File: src/rtl/tx_seq_timeout.sv
module tx_seq_timeout (
  input  logic       clk,
  input  logic       rst_n,
  input  logic       sw_reset,
  input  logic       new_tx,
  input  logic       cfg_force_bo,
  input  logic       cfg_wait_rx1,
  input  logic       cfg_wait_tx1,
  input  logic       cfg_wait_resp,
  input  logic       bo_done,
  input  logic       medium_idle,
  input  logic       rx1_done,
  input  logic       tx1_done,
  input  logic       resp_tmr_done,
  input  logic       phy_tx_done,
  input  logic       phy_rx_start,
  output logic       tx_start,
  output logic       bo_start,
  output logic       busy,
  output logic       result_valid,
  output logic [1:0] result
);

  localparam logic [1:0] RES_NONE = 2'd0;
  localparam logic [1:0] RES_RX   = 2'd1;
  localparam logic [1:0] RES_TMO  = 2'd2;

  typedef enum logic [2:0] {S_IDLE, S_BO, S_PRE, S_TX, S_RESP} st_t;

  st_t  st;
  logic c_rx1, c_tx1, c_resp;
  logic gate_ok, need_bo;

  assign busy    = (st != S_IDLE);
  assign gate_ok = (!c_rx1 || rx1_done) && (!c_tx1 || tx1_done);
  assign need_bo = cfg_force_bo || (bo_done && !medium_idle);

  always_ff @(posedge clk or negedge rst_n) begin
    if (!rst_n) begin
      st           <= S_IDLE;
      c_rx1        <= 1'b0;
      c_tx1        <= 1'b0;
      c_resp       <= 1'b0;
      tx_start     <= 1'b0;
      bo_start     <= 1'b0;
      result_valid <= 1'b0;
      result       <= RES_NONE;
    end else begin
      tx_start     <= 1'b0;
      bo_start     <= 1'b0;
      result_valid <= 1'b0;
      result       <= RES_NONE;
      if (sw_reset) begin
        st <= S_IDLE;
      end else begin
        case (st)
          S_IDLE: if (new_tx) begin
            c_rx1  <= cfg_wait_rx1;
            c_tx1  <= cfg_wait_tx1;
            c_resp <= cfg_wait_resp;
            if (need_bo) begin
              bo_start <= 1'b1;
              st       <= S_BO;
            end else if (!bo_done) begin
              st <= S_BO;
            end else begin
              st <= S_PRE;
            end
          end
          S_BO: if (bo_done && !bo_start) st <= S_PRE;
          S_PRE: if (gate_ok) begin
            tx_start <= 1'b1;
            st       <= S_TX;
          end
          S_TX: if (phy_tx_done) begin
            if (c_resp) begin
              st <= S_RESP;
            end else begin
              st           <= S_IDLE;
              result_valid <= 1'b1;
              result       <= RES_NONE;
            end
          end
          S_RESP: if (phy_rx_start) begin
            st           <= S_IDLE;
            result_valid <= 1'b1;
            result       <= RES_RX;
          end else if (resp_tmr_done) begin
            st           <= S_IDLE;
            result_valid <= 1'b1;
            result       <= RES_TMO;
          end
          default: st <= S_IDLE;
        endcase
      end
    end
  end

endmodule

File: config.mk
export PLATFORM = sky130hd
export DESIGN_NAME = tx_seq_timeout
export DESIGN_NICKNAME = d
export VERILOG_FILES = /design/src/rtl/tx_seq_timeout.sv
export SDC_FILE = /design/constraint.sdc
export NUM_CORES = 1
export LEC_CHECK = 0
export BUFFER_PORTS_ARGS = -buffer_cell sky130_fd_sc_hd__buf_2
export CORE_AREA = 2 2 39 41
export CTS_BUF_LIST = sky130_fd_sc_hd__clkbuf_4 sky130_fd_sc_hd__clkbuf_8 sky130_fd_sc_hd__clkbuf_16
export DETAILED_ROUTE_END_ITERATION = 10
export DIE_AREA = 0 0 41 43
export GPL_TIMING_DRIVEN = 1
export PLACE_DENSITY = 0.68
export SLEW_MARGIN = 20
export SYNTH_ARGS = -nofsm -noshare
export SYNTH_HDL_FRONTEND = slang
export SYNTH_SLANG_ARGS = --single-unit
export TNS_END_PERCENT = 50
File: constraint.sdc
create_clock -name clk -period 2.3 [get_ports clk]
set_input_delay 0.115 -clock clk [delete_from_list [all_inputs] [get_ports clk]]
set_output_delay 0.115 -clock clk [all_outputs]
set_load 0.02 [all_outputs]
==> results.txt, run 1 <==
After synthesis, flip-flops and latches occupy 47.21% of the total area. For the worst setup path, the data required time is 2.48 ns. Walking the worst path, the cells encountered are or3b_4 -> or3_1 -> and3_1 -> a211oi_2. In this run the clock root is driven by a sky130_fd_sc_hd__clkbuf_4. Once layout is done, the placed cells without fillers occupy 728.2 µm². The run gives 12 as the pin count of the biggest net entering global routing. The area fraction of the dominant cell type after synthesis is 47.21%. The chip height works out to 43 µm.

For this run, design rule violations remaining after detail routing come to 0. For the final database, setup skew stands at 0.001487 ns. The run finished with clean final reports.

Counting along the longest clock path gives a buffer depth of 2. Count of flip-flops with a built-in enable after synthesis: 0. The synthesized netlist occupies a cell area of 583.1 µm². For the total length of routed wires, the log shows 1116 µm. At the end of routability-driven placement, the weighted congestion stood at 0.8059.

The tools report the post-synth net total as 67. The logs give 0.27 ns for the worst-skew pair later-pin latency and 14 for the number of core rows. Timing would allow up to 567.7 MHz. STA classifies the critical path endpoint as a flop.

The number of storage elements in the synthesis netlist is 11, and the overall power consumption is 824.6 µW. Post-cts gate resize count: 0. The layer flagged by global routing as most heavily used is met1. The first detailed-routing pass ran for 4 iterations.

Across all setup checks in the final design, the least slack found is 0.5387 ns. The run gives 0.0004854 V as the largest voltage drop on the vdd net. Using the TritonRoute via totals, the vias-per-cell ratio works out to 5.264. Once placement finished, the instance area stood at 688.2 µm².

STA puts the critical path data arrival time at 1.94 ns. The tools report the antenna diode count as 0. The run gives 21 as the count of boundary I/O pins.

The count of buffers added on input and output ports is 20. At the pin with the least slew margin, the transition time is 0.2686 ns. Summed over all layers, the global routing overflow is 0. STA classifies the critical path startpoint as a flop.

The hold buffer count at cts was 1. After clock tree synthesis, the setup repair step added 0 buffers. Global routing consumed, on the met1 layer, 22.30% of the routing resources.

The worst path needs 1.761 ns of the cycle, external delays included. Buffers inserted during clock tree synthesis total 3. The run gives 0 as the reported max-cap violation count.

The critical path in this run is classified as flop to flop. Ranked by total cell area, the synthesized netlist is headed by sky130_fd_sc_hd__dfrtp_1 47%, sky130_fd_sc_hd__mux2_4 7.7%, sky130_fd_sc_hd__a211oi_2 4.3%. The post-detailed-route wirelength per cell came out at 12.26 µm. The CTS clock-pin slew for the worst setup and hold paths was 0.07 ns.

For met3 alone, demand over resource in global routing was 3.141%. The count of cells in the finished layout, fillers not included, comes to 91. Cell at the slowest stage of the critical path: sky130_fd_sc_hd__dfrtp_1. During synthesis, Yosys emitted a total of 0 warnings. The analysis attributes to cell leakage a power of 0.3627 nW.

Class of the most critical hold timing path: input port to flop. The floorplan step defined a die boundary enclosing 1763 µm². The run gives 0 as the final number of hold-violating endpoints. Counting flops with an async set or reset pin after synthesis yields a share of 100.0%.

Detailed placement finished with a half-perimeter wire length of 857.4 µm. Across every metal layer, demand over resource in global routing totals 15.70%. The number of slew-limit violations in the final report was 0; the number of violations reported at the end of detailed-routing iteration 0 was 10.

On the critical path the largest part of the delay comes from simple AND/OR/NAND/NOR gates. Dividing the final minimum period by the clock period gives 76.58%. The mean cell area of the mapped netlist is 11.21 µm².

Setup repair after global routing left no endpoint under its margin. Across all register-to-register paths, the minimum setup slack is 0.54 ns. The post-detailed-route count of antenna-violating nets is 0, and the peak per-stage delay on the critical path is 0.47 ns. The run gives 0 as the count of endpoints failing setup in the final report. The total buffers and inverters traversed by the critical path is 0, and the total number of H-tree levels is 1. TritonCTS built the clock tree. The width of the die was 41 µm; the placement-stage worst setup slack was 0.5607 ns. The first global-routing pass estimated 1807 µm of wire.

Of all cell types, the one taking the most synthesized area is sky130_fd_sc_hd__dfrtp_1. For this configuration, the core starts out at a cell density of 42.13%. The net count of the finished layout is 91. The clock drives 11 sinks.

Placed instance count: 86. The synthesis-to-finish area growth is 24.89%. In the synthesized netlist the dominant register cell turns out to be sky130_fd_sc_hd__dfrtp_1.

Global routing used 20.94% of the available met2 tracks. The cell count after synthesis came out at 52. In this run the standard cell core region covers 1384 µm².

The number of global-route vias before repair came out at 428. The maximum fanout count along the critical path was 10. In this run the tightest slew margin relative to its limit is 82.09%. The overall via count from detail_route is 479, and the power per unit of standard cell area is 1132 nW/µm².

In this run, distinct cell masters in the synthesized netlist total 26. Setup total negative slack on the finished layout was measured at 0 ns. The number of antenna violations at the first check in global routing came out at 0.

The fraction of final layout cells with drive strength greater than 1 is 42.67%.
path summary, 6_finish.rpt:
kind,from,to,cells after the start
hold reg to reg,c_tx1,c_tx1,1
max in group asynchronous,rst_n,tx_start,2
setup reg to reg,st[1],st[1],4
hold / removal,phy_rx_start,result[1],2
min in group asynchronous,rst_n,result[1],2
setup / recovery,st[1],st[1],4
per-layer routing:
metal | up-vias | routed length [µm]
met1 | 222 | 545
met4 | 0 | 0
met3 | 0 | 87
li1 | 236 | -
met2 | 21 | 483
met5 | - | 0
cell usage after synthesis, types with 2 or more instances:
cell type / number
sky130_fd_sc_hd__nor2_1: 2
sky130_fd_sc_hd__o21bai_1: 2
sky130_fd_sc_hd__a21oi_1: 3
sky130_fd_sc_hd__nand2b_1: 3
sky130_fd_sc_hd__a211oi_2: 2
sky130_fd_sc_hd__nand2_1: 5
sky130_fd_sc_hd__dfrtp_1: 11
sky130_fd_sc_hd__or3_1: 2
sky130_fd_sc_hd__or3b_4: 2
sky130_fd_sc_hd__mux2_4: 3
sky130_fd_sc_hd__nand4b_1: 2
where the power goes:
part	leakage [nW]	internal, mW	switching [mW]
registers	0.144	0.254	0.0578
logic	0.200	0.197	0.173
clock network	0.0184	0.0789	0.0640
state kept, by name, summed over array words and instances, names as in the netlist:
register,cells
bo_start,1
tx_start,1
result,2
c_resp,1
result_valid,1
c_rx1,1
c_tx1,1
st,3
cells in the final DEF (no fill, tap or decap), types with 2 or more instances in the layout:
| cell type | n |
|---|---|
| sky130_fd_sc_hd__nand2b_1 | 3 |
| sky130_fd_sc_hd__buf_2 | 20 |
| sky130_fd_sc_hd__dfrtp_1 | 11 |
| sky130_fd_sc_hd__o21bai_1 | 2 |
| sky130_fd_sc_hd__a21oi_1 | 3 |
| sky130_fd_sc_hd__or3b_4 | 2 |
| sky130_fd_sc_hd__nand4b_1 | 2 |
| sky130_fd_sc_hd__nand2_1 | 5 |
| sky130_fd_sc_hd__or3_1 | 2 |
| sky130_fd_sc_hd__nor2_1 | 2 |
| sky130_fd_sc_hd__mux2_4 | 3 |
| sky130_fd_sc_hd__a211oi_2 | 2 |
| sky130_fd_sc_hd__clkbuf_4 | 4 |
per-stage QoR:
| step | hold WS (ns) | utilization [%] |
|---|---|---|
| after floorplan | -0.1806 | - |
| after global placement | -0.002881 | 49.73 |
| after detailed placement | -0.0008094 | 49.73 |
| after CTS | 0.02422 | 52.62 |
| after global routing | 0.03318 | 52.62 |
| final | 0.03470 | 52.62 |
final cells by class:
type,count,area [µm²]
Clock buffer,4,30.03
Fill cell,130,655.6
Inverter,1,3.754
Multi-Input combinational cell,38,289.0
Sequential cell,11,275.3
Tap cell,16,20.02
Timing Repair Buffer,21,110.1
logic make-up after synthesis:
group	share of synthesized area [%]
mux	7.725
flops	47.21
simple gates	29.19
compound gates	12.66
buf+inv	3.218
Note: power is estimated with default switching activity, not from simulation.
==> inputs of run 2 (changes only) <==
==> constraint.sdc (replaced) <==
create_clock -name clk -period 1.69 [get_ports clk]
set_input_delay 0.0845 -clock clk [delete_from_list [all_inputs] [get_ports clk]]
set_output_delay 0.0845 -clock clk [all_outputs]
set_load 0.02 [all_outputs]
==> run 2 against run 1 <==
  * Design area is 4.1% higher
  * Die area stayed put
  * Non-clock buffer count is 4 higher
  * Clock power is 39% higher
  * Clock skew hardly changed
  * Core utilization is 2.2 points higher
  * Global-route usage is 2.5 points higher
  * First-iteration DRC count is 40% lower
  * Count of clock-buffer cells in the layout stayed put
  * Critical endpoint is now c_rx1
==> results.txt, run 2 (synthesized netlist as in run 1, its figures left out) <==
The timing-limited maximum frequency is 604.8 MHz (+6.5%), and the final worst clock skew is 0.001713 ns (+0.0002262 ns). The number of slew-limit violations in the final report was 0 (unchanged); the placed instance count was 90 (+4.7%). STA classifies the critical path startpoint as a flop. The count of endpoints failing setup in the final report is 0 (unchanged), and the overall via count from detail_route is 503 (+5.0%). The leading cell type in the layout, fill and taps excluded was sky130_fd_sc_hd__buf_2. Power per unit of standard cell area: 1578 nW/µm² (+39%). The via-per-instance ratio is 5.295 (+0.59%). For the number of violations reported at the end of detailed-routing iteration 0, the log shows 6 (-4). The end of the worst register-to-register path is c_rx1. The critical path starts at st[2]. TritonCTS built the clock tree. The run gives 0 (unchanged) as the reported max-cap violation count. The worst path arrival time is 1.81 ns (-0.13 ns). The number of nets in the layout is 95 (+4.4%), and the total congestion overflow is 0 (unchanged). Tightest slew margin relative to the limit: 82.29% (+0.19 points). The cell depth of the worst flop-to-flop path is 3 (-1), and the clock share of power is 16.7% (-0.6 points). The maximum buffer depth of the clock tree is 2 (unchanged), and the total number of cells along the worst setup path is 3 (-1). The reg-to-reg setup timing slack is 0.04 ns (-0.50 ns). Cell at the slowest stage of the critical path: sky130_fd_sc_hd__or3b_4.

Worst-margin pin slew: 0.2657 ns (-0.002916 ns). For the worst hold slack across all endpoints, the log shows 0.008303 ns (-0.02640 ns). The CTS clock-pin slew for the worst setup and hold paths was 0.07 ns (about the same).

The clock sink count was 11 (unchanged); the starting density of the core was 42.13% (unchanged). The final critical path time including I/O delays and setup was 1.653 ns (-0.1080 ns); the combinational share of power was 49.6% (+4.8 points). The min-delay analysis places its worst path in the category input port to flop. The run gives 18.21% (+2.5 points) as the global routing usage summed across all routing layers. Wire length of the first global-routing pass: 2152 µm (+19%). The internal cell power is 769.9 µW (+45%), and the total number of H-tree levels is 1 (unchanged). Register ranked first by flip-flop count: st. The die footprint was 1763 µm² (unchanged); the part of the power in registers was 33.7% (-4.1 points).

By startpoint and endpoint, the worst setup path is classified as flop to flop. The largest voltage drop on the vdd net is 0.0008663 V (+78%). The final RePlAce weighted congestion is 0.7627 (-5.4%).

The placement-stage worst setup slack is 0.05352 ns (-0.5072 ns), and the proportion of total power due to net switching is 35.65% (-0.061 points). Number of core rows: 14 (unchanged). Detailed-router iteration count before antenna repair: 3 (-1).

Setup repair after global routing left no endpoint under its margin. The signal on the critical path passes through or3_4 -> or3b_4 -> mux2_4. The number of I/O port buffers was 20 (unchanged); the final number of hold-violating endpoints was 0 (unchanged). The post-detailed-route wirelength per cell was 13.49 µm (+10%).

Timing endpoint of the critical path: c_rx1. The core footprint was 1384 µm² (unchanged). The total length of routed wires came out at 1282 µm (+15%). The largest registers in the layout are st (3), result (2). The run gives 426.5 µW (+45%) as the switching power total.

Total buffers and inverters traversed by the critical path: 0 (unchanged). The DRC violations left is 0 (unchanged), and the post-detailed-route count of antenna-violating nets is 0 (unchanged). Worst path required time: 1.85 ns (-0.63 ns). The post-route worst setup slack was 0.03667 ns (-0.5020 ns); the fraction of final layout cells with drive strength greater than 1 was 45.57% (+2.9 points). The worst hold path startpoint is phy_rx_start.

The run gives 12 (unchanged) as the pin count of the biggest net entering global routing. The flow ran to the end, and the final reports show no timing, DRC or antenna violations. Cell at the root of the clock tree: sky130_fd_sc_hd__clkbuf_4. The number of flip-flops in the largest register was 3 (unchanged). Antenna diode count: 0 (unchanged). The post-route core utilization is 54.79% (+2.2 points), and the post-route non-filler standard cell count is 95 (+4.4%).

The worst-skew pair later-pin latency is 0.27 ns (about the same). The chip height was 43 µm (unchanged); the half-perimeter wire length after placement was 994 µm (+16%). The count of boundary I/O pins was 21 (unchanged); the leakage component of the power was 0.3825 nW (+5.5%). The peak per-stage delay on the critical path was 0.42 ns (-0.05 ns). The reg-to-reg startpoint was st[2]. The run gives 3 (unchanged) as the number of buffers created by CTS.

The kind of cell with the highest combined delay along the critical path is simple AND/OR/NAND/NOR gates. The post-cts gate resize count was 0 (unchanged). In the layout the commonest cells are 20 x sky130_fd_sc_hd__buf_2, 11 x sky130_fd_sc_hd__dfrtp_1, 5 x sky130_fd_sc_hd__nand2_1. From synthesis to final layout, the design area changed by 30.04%.

The maximum fanout count along the critical path came out at 4 (-6). The number of global-route vias before repair came out at 527 (+23%). The post-route fraction of the period consumed by the critical path was 97.83% (+21 points); the width of the die was 41 µm (unchanged).

STA classifies the critical path endpoint as a flop. For the number of antenna violations at the first check in global routing, the log shows 0 (unchanged).
-- run 2: cell types whose count changed in the layout (fill, tap and decap cells not counted), sizes merged --
cell | before | now
buf | 20 | 24
-- run 2: layout make-up --
type,count,area (µm²)
clock buffer,4,30.03
tap,16,20.02
sequential,11,275.3
multi-input combinational,38,289.0
timing repair buffer,25,140.1
inverter,1,3.754
fill,132,625.6
-- run 2: metal layers --
layer	vias to the layer above	wire, µm	track usage [%]
met1	243	520	22.48
met5	-	0	0
li1	243	-	-
met2	15	684	29.38
met4	0	5	4.000
met3	2	71	6.283
-- run 2: how the worst min path moves through the flow --
stage,end,cells after the start
finish,result[1],2
global route,result[1],2
CTS,result[1],2
detailed placement,st[2],1
global placement,result_valid,1
floorplan,bo_start,0
-- run 2: repair_timing --
item / CTS / global route
endpoints found under the hold margin: 11 / 0
hold buffers: 1 / 0
buffers inserted: 0 / 0
endpoints found under the setup margin: 0 / 2
-- run 2: per-stage QoR --
step	total power [mW]	TNS [ns]	instance area, µm²
detailed placement	1.000	0	718.2
global placement	0.9867	0	718.2
CTS	1.207	0	758.2
floorplan	0.8351	-0.0009919	583.1
finish	1.196	0	758.2
global route	1.281	0	758.2
-- run 2: power by group through the flow --
stage | clock, mW | sequential (mW) | combinational [mW]
finish | 0.199 | 0.403 | 0.594
global route | 0.215 | 0.412 | 0.654
CTS | 0.204 | 0.405 | 0.597
detailed placement | 0 | 0.410 | 0.590
global placement | 0 | 0.405 | 0.582
floorplan | 0 | 0.414 | 0.421
